### src/rtl/divtick_pkg.sv
// Shared constants for the divided countdown timer.
// Assumes a 2-bit register select and 32-bit register data.
package divtick_pkg;
    typedef enum logic [1:0] {
        SEL_INIT = 2'd0,
        SEL_CUR  = 2'd1,
        SEL_DIV  = 2'd2,
        SEL_LVT  = 2'd3
    } reg_sel_e;

    localparam int unsigned LVT_PER_BIT  = 17;
    localparam int unsigned LVT_MASK_BIT = 16;
    localparam logic [3:0]  DIV_KEEP     = 4'hB;
endpackage

### src/rtl/divtick_prescaler.sv
// Power-of-two prescaler: produces one tick every 2^shift clocks.
// Assumes shift may change at any time; a count already past the new
// limit just ticks and wraps. clear restarts the phase from zero.
module divtick_prescaler #(
    parameter int SHIFT_W = 3
) (
    input  logic               clk,
    input  logic               rst_n,
    input  logic               clear,
    input  logic [SHIFT_W-1:0] shift,
    output logic               tick
);
    localparam int PRE_W = (1 << SHIFT_W) - 1;

    logic [PRE_W-1:0] cnt_q;
    logic [PRE_W-1:0] lim;

    // limit is 2^shift - 1, built as a mask of ones
    always_comb begin
        lim  = ~({PRE_W{1'b1}} << shift);
        tick = !clear && (cnt_q >= lim);
    end

    // phase counter: cleared on restart, wrapped on tick
    always_ff @(posedge clk) begin
        if (!rst_n)       cnt_q <= '0;
        else if (clear)   cnt_q <= '0;
        else if (tick)    cnt_q <= '0;
        else              cnt_q <= cnt_q + PRE_W'(1);
    end


    tick_gap_chk: assert property (@(posedge clk) disable iff (!rst_n)
        (tick && lim != '0) |=> (!tick || lim == '0));
endmodule

### src/rtl/divtick_counter.sv
// Down-counter stepped by divided ticks. Assumes reload_val holds the
// programmed initial count. Emits a one-cycle expire when a tick finds
// the armed count at zero; periodic reloads, one-shot disarms.
module divtick_counter #(
    parameter int CNT_W = 32
) (
    input  logic             clk,
    input  logic             rst_n,
    input  logic             load,
    input  logic [CNT_W-1:0] load_val,
    input  logic [CNT_W-1:0] reload_val,
    input  logic             tick,
    input  logic             periodic,
    output logic [CNT_W-1:0] cur,
    output logic             expire
);
    logic [CNT_W-1:0] cur_q;
    logic             armed_q;

    // expiry: armed count at zero meets a tick, unless being reloaded
    always_comb begin
        expire = tick && armed_q && (cur_q == '0) && !load;
        cur    = cur_q;
    end

    // count state: load wins, then expiry handling, then decrement
    always_ff @(posedge clk) begin
        if (!rst_n) begin
            cur_q   <= '0;
            armed_q <= 1'b0;
        end else if (load) begin
            cur_q   <= load_val;
            armed_q <= (load_val != '0);
        end else if (tick && armed_q) begin
            if (cur_q == '0) begin
                if (periodic) cur_q   <= reload_val;
                else          armed_q <= 1'b0;
            end else begin
                cur_q <= cur_q - CNT_W'(1);
            end
        end
    end


    load_take_chk: assert property (@(posedge clk) disable iff (!rst_n)
        load |=> cur_q == $past(load_val));

    dec_step_chk: assert property (@(posedge clk) disable iff (!rst_n)
        (tick && armed_q && cur_q != '0 && !load) |=> cur_q == $past(cur_q) - CNT_W'(1));

    zero_hold_chk: assert property (@(posedge clk) disable iff (!rst_n)
        (!armed_q && cur_q == '0 && !load) |=> cur_q == '0);

    reload_chk: assert property (@(posedge clk) disable iff (!rst_n)
        (expire && periodic) |=> cur_q == $past(reload_val));
endmodule

### src/rtl/divtick_timer.sv
// Top of the divided countdown timer: register port, divide decode,
// timer vector entry and registered expiry strobe. Assumes single-cycle
// writes and a combinational read mux.
module divtick_timer
    import divtick_pkg::*;
#(
    parameter int CNT_W   = 32,
    parameter int VEC_W   = 8,
    parameter int SHIFT_W = 3
) (
    input  logic        clk,
    input  logic        rst_n,
    input  logic        reg_wr,
    input  logic [1:0]  reg_addr,
    input  logic [31:0] reg_wdata,
    output logic [31:0] reg_rdata,
    output logic        expire_stb,
    output logic [VEC_W-1:0] expire_vec
);
    logic [3:0]         div_q;
    logic [SHIFT_W-1:0] shift_q;
    logic [CNT_W-1:0]   init_q;
    logic [VEC_W-1:0]   lvt_vec_q;
    logic               lvt_mask_q;
    logic               lvt_per_q;
    logic               load_w;
    logic               tick_w;
    logic               expire_w;
    logic [CNT_W-1:0]   cur_w;
    reg_sel_e           sel;

    // decode the write target
    always_comb begin
        sel    = reg_sel_e'(reg_addr);
        load_w = reg_wr && (sel == SEL_INIT);
    end

    // register writes; current count has no write path
    always_ff @(posedge clk) begin
        if (!rst_n) begin
            div_q      <= '0;
            shift_q    <= '0;
            init_q     <= '0;
            lvt_vec_q  <= '0;
            lvt_mask_q <= 1'b1;
            lvt_per_q  <= 1'b0;
        end else if (reg_wr) begin
            case (sel)
                SEL_INIT: init_q <= reg_wdata[CNT_W-1:0];
                SEL_DIV: begin
                    div_q   <= reg_wdata[3:0] & DIV_KEEP;
                    shift_q <= SHIFT_W'({reg_wdata[3], reg_wdata[1:0]}) + SHIFT_W'(1);
                end
                SEL_LVT: begin
                    lvt_vec_q  <= reg_wdata[VEC_W-1:0];
                    lvt_mask_q <= reg_wdata[LVT_MASK_BIT];
                    lvt_per_q  <= reg_wdata[LVT_PER_BIT];
                end
                default: ;
            endcase
        end
    end

    divtick_prescaler #(.SHIFT_W(SHIFT_W)) u_pre (
        .clk   (clk),
        .rst_n (rst_n),
        .clear (load_w),
        .shift (shift_q),
        .tick  (tick_w)
    );

    divtick_counter #(.CNT_W(CNT_W)) u_cnt (
        .clk        (clk),
        .rst_n      (rst_n),
        .load       (load_w),
        .load_val   (reg_wdata[CNT_W-1:0]),
        .reload_val (init_q),
        .tick       (tick_w),
        .periodic   (lvt_per_q),
        .cur        (cur_w),
        .expire     (expire_w)
    );

    // read mux over the four registers
    always_comb begin
        reg_rdata = '0;
        case (sel)
            SEL_INIT: reg_rdata = 32'(init_q);
            SEL_CUR:  reg_rdata = 32'(cur_w);
            SEL_DIV:  reg_rdata = 32'(div_q);
            SEL_LVT: begin
                reg_rdata[VEC_W-1:0]    = lvt_vec_q;
                reg_rdata[LVT_MASK_BIT] = lvt_mask_q;
                reg_rdata[LVT_PER_BIT]  = lvt_per_q;
            end
            default: ;
        endcase
    end

    // registered strobe and vector, gated by the mask
    always_ff @(posedge clk) begin
        if (!rst_n) begin
            expire_stb <= 1'b0;
            expire_vec <= '0;
        end else begin
            expire_stb <= expire_w && !lvt_mask_q;
            expire_vec <= (expire_w && !lvt_mask_q) ? lvt_vec_q : '0;
        end
    end


    strobe_single_chk: assert property (@(posedge clk) disable iff (!rst_n)
        expire_stb |=> !expire_stb);

    masked_quiet_chk: assert property (@(posedge clk) disable iff (!rst_n)
        expire_stb |-> !$past(lvt_mask_q));

    stb_on_tick_chk: assert property (@(posedge clk) disable iff (!rst_n)
        expire_stb |-> $past(tick_w));
endmodule

### config.mk
export PLATFORM = sky130hd
export DESIGN_NAME = divtick_timer
export DESIGN_NICKNAME = d
export VERILOG_FILES = /design/src/rtl/divtick_pkg.sv /design/src/rtl/divtick_prescaler.sv /design/src/rtl/divtick_counter.sv /design/src/rtl/divtick_timer.sv
export SDC_FILE = /design/constraint.sdc
export NUM_CORES = 1
export LEC_CHECK = 0
export ABC_AREA = 1
export BUFFER_PORTS_ARGS = -buffer_cell sky130_fd_sc_hd__buf_4
export CAP_MARGIN = 20
export CORE_MARGIN = 4
export CORE_UTILIZATION = 58
export CTS_CLUSTER_SIZE = 10
export DETAILED_ROUTE_END_ITERATION = 12
export HOLD_SLACK_MARGIN = 0.08
export PLACE_DENSITY_LB_ADDON = 0.25
export SYNTH_ARGS = -nofsm -noshare
export SYNTH_HDL_FRONTEND = slang
export SYNTH_SLANG_ARGS = --single-unit
### constraint.sdc
create_clock -name clk -period 2.25 [get_ports clk]
set_input_delay 0.225 -clock clk [delete_from_list [all_inputs] [get_ports clk]]
set_output_delay 0.225 -clock clk [all_outputs]
set_load 0.05 [all_outputs]
==> results.toml <==
[yosys]
ys_seq_area_share_pct = 34.6
synth.area.top_cells = "dfxtp_1 (35%), nand2_1 (13%), nor2_1 (9.8%), inv_1 (7.5%), a21oi_1 (5.7%)"
syn_area_per_cell_sq_um = 6.33
syn_inst = 887
yosysTopAreaCellShare_pct = 34.6
yosys_warnings = 0
yosys_register_bits = 97
syn-num-nets = 936
synth_area_sq_um = 5610
synth_cell_types = 35
yosysTopAreaCell = "dfxtp_1"

[critical_path]
endpoint_kind = "flop"
critPathRequiredTime_ns = 2.56
start_kind = "flop"
slowest_stage = "dfxtp_1"
cp_max_fo = 12
worstPathCellList = "inv_1 -> ha_1 -> inv_1 -> nor2_1 -> nand2_1 -> inv_1 -> nand3_1 -> nor2_2 -> buf_4 -> inv_1 -> nand3_1 -> nand2_1 -> a21oi_1"
crit_arrival_ns = 2.39
critPathKind = "reg2reg"
rrSetupSlack_ns = 0.18
cp_common_cell = "inv_1"
cp_slowest_stage_delay_ns = 0.36

[sta]
setup_viol = 0
finalHoldViolations = 0
setup_slack_ns = 0.175
tightest_slew_ns = 0.943
rsz0062_at_grt = "no"
tns_ns = 0
fmax_mhz = 482
skew_ns = 0.0129
fin_crit_sh_pct = 92.2
max_slew_margin_pct = 37.1
period_needed_ns = 2.07
maxSlewViolCount = 0

[cts]
htree_levels = 3
root_buffer = "clkbuf_8"
cts.path.max_buffers = 2
cts_tree = "yes"
clkTransAtPathRegs_ns = 0.11
worstSkewPairLatency_ns = 0.38
cts_hold_buf = 0
clock_sinks = 97
numCtsBuffers = 9

[floorplanning]
coreArea_sq_um = 9330
rows = 35
die_h_microns = 106
io_pins = 78
die_w_microns = 106
die-area_sq_um = 11300
start_util_pct = 60.2

[routing]
drc = 0
routedWlPerCell_microns = 15.1
detail-route-antenna-nets = 0
vias_per_cell = 5.56
firstDrtPassIters = 8
finalWirelength_microns = 16700
vias = 6123
drt_first_iter_violations = 449

[placed_design]
hpwl_microns = 12300
gp_congestion = 0.980
dp_slack_ns = 0.155
port_buffers = 77

[pwr]
power.internal_mw = 2.88
ir_worst_vdd_v = 0.000371
leakage_nw = 3.10
p_seq_share_pct = 40.1
p_sw_mw = 1.85
switching_share_pct = 39.1
powerDensity_nw_per_um2 = 714
p_comb_share_pct = 33.3
clkPwrFrac_pct = 26.5

[final_layout]
fin_util_pct = 71.1
diodes = 0
area_growth_pct = 18.1
layout_commonest_cell = "nand2_1"
final_nets = 1017
most-common-layout-cells = "nand2_1 (195), nor2_1 (146), inv_1 (111)"
drive_gt1_share_pct = 14.6

[global_routing]
grt_max_degree = 28
grt_first_pass_wirelength_microns = 27300
antenna_found_initial = 0
grt_util_all_layers_pct = 29.7
grt-ovfl-total = 0
grt_pass1_vias = 5773

[flow_run]
maxCapViolCount = 0

[hold_path]
hold_path.class = "in2reg"

[run_status]
outcome = "complete, no violations"
## through the flow
| stage | total power, mW | instance area [sq um] | hold slack (ns) | cells |
|---|---|---|---|---|
| floorplan | 3.02 | 5610 | 0.351 | 887 |
| global placement | 3.43 | 6400 | 0.441 | 1086 |
| detailed placement | 3.45 | 6400 | 0.435 | 1086 |
| CTS | 4.69 | 6620 | 0.0915 | 1102 |
| global route | 5.00 | 6630 | 0.0966 | 1102 |
| finish | 4.73 | 6630 | 0.0920 | 1102 |
## routing by layer
layer	up-vias	track usage [%]	share of wire, %
li1	3036	-	-
met1	2736	39.4	42
met2	290	47.5	44
met3	61	4.37	9.0
met4	0	14.0	4.3
met5	-	0	0
## synth_stat cells
cell,count
o21a_1,2
nor2_4,3
xor2_1,10
and2_1,2
ha_1,12
nand2_4,3
nor2_2,4
nand3_1,61
nor2_1,147
nor3_1,2
nor2_8,1
inv_1,112
buf_2,4
nor4_1,5
buf_6,2
clkbuf_1,17
or2_2,3
o221ai_1,7
a21oi_1,64
buf_1,5
nor3b_1,1
a21o_1,1
nand2_1,195
nand2_2,3
dfxtp_1,97
a211oi_1,1
xnor2_1,2
inv_2,4
o21ai_0,56
o22ai_1,34
clkinv_1,1
inv_4,2
buf_4,2
nand4_1,7
o21ai_1,15
## area by class of cell
cell class,count,area [sq um]
sequential,97,1940
tap,129,161
inverter,119,454
clock inverter,7,97.6
clock buffer,9,124
timing repair buffer,100,767
fill,831,2700
multi-input combinational,641,3080
## state kept, by name (all words and copies together) (netlist names)
name / cells
shift_q: 3
div_q: 3
u_cnt.cur: 32
init_q: 32
lvt_per_q: 1
expire_stb: 1
lvt_vec_q: 8
u_pre.cnt_q: 7
u_cnt.armed_q: 1
lvt_mask_q: 1
expire_vec: 8
## path summary, 6_finish.rpt
| check | from | end | depth (start not counted) |
|---|---|---|---|
| setup / recovery | u_cnt.cur[0] | u_cnt.cur[28] | 13 |
| hold / removal | reg_wdata[16] | lvt_mask_q | 3 |
| setup reg to reg | u_cnt.cur[0] | u_cnt.cur[28] | 13 |
| hold reg to reg | lvt_vec_q[0] | expire_vec[0] | 2 |
## power groups by stage
stage	Combinational (mW)	Sequential [mW]	Clock (mW)
final	1.58	1.90	1.26
after global routing	1.75	1.91	1.34
after CTS	1.54	1.89	1.26
after detailed placement	1.52	1.93	0
after global placement	1.50	1.93	0
after floorplan	1.11	1.91	0
## cells by family after synthesis
kind of cell	Yosys count	synth area share, %
flops	97	34.6
buf+inv	149	10.5
simple gates	437	32.9
xor+xnor	12	1.87
fa+ha+maj	12	2.67
compound gates	180	17.5
## what timing repair did
item,in CTS,in global routing
resized for setup,0,6
setup buffers,0,0
endpoints found under the setup margin,0,15
endpoints found under the hold margin,0,0
## worst max-delay path: cells and delay by family (launching register included)
| family | cells | cell delay, ns |
|---|---|---|
| AO/OA/AOI/OAI | 1 | 0.14 |
| adder cells (fa/ha/maj) | 1 | 0.20 |
| buffers and inverters | 5 | 0.63 |
| flip-flops | 1 | 0.36 |
| AND/OR/NAND/NOR | 6 | 0.68 |
Power figures use the tool's default switching activity.
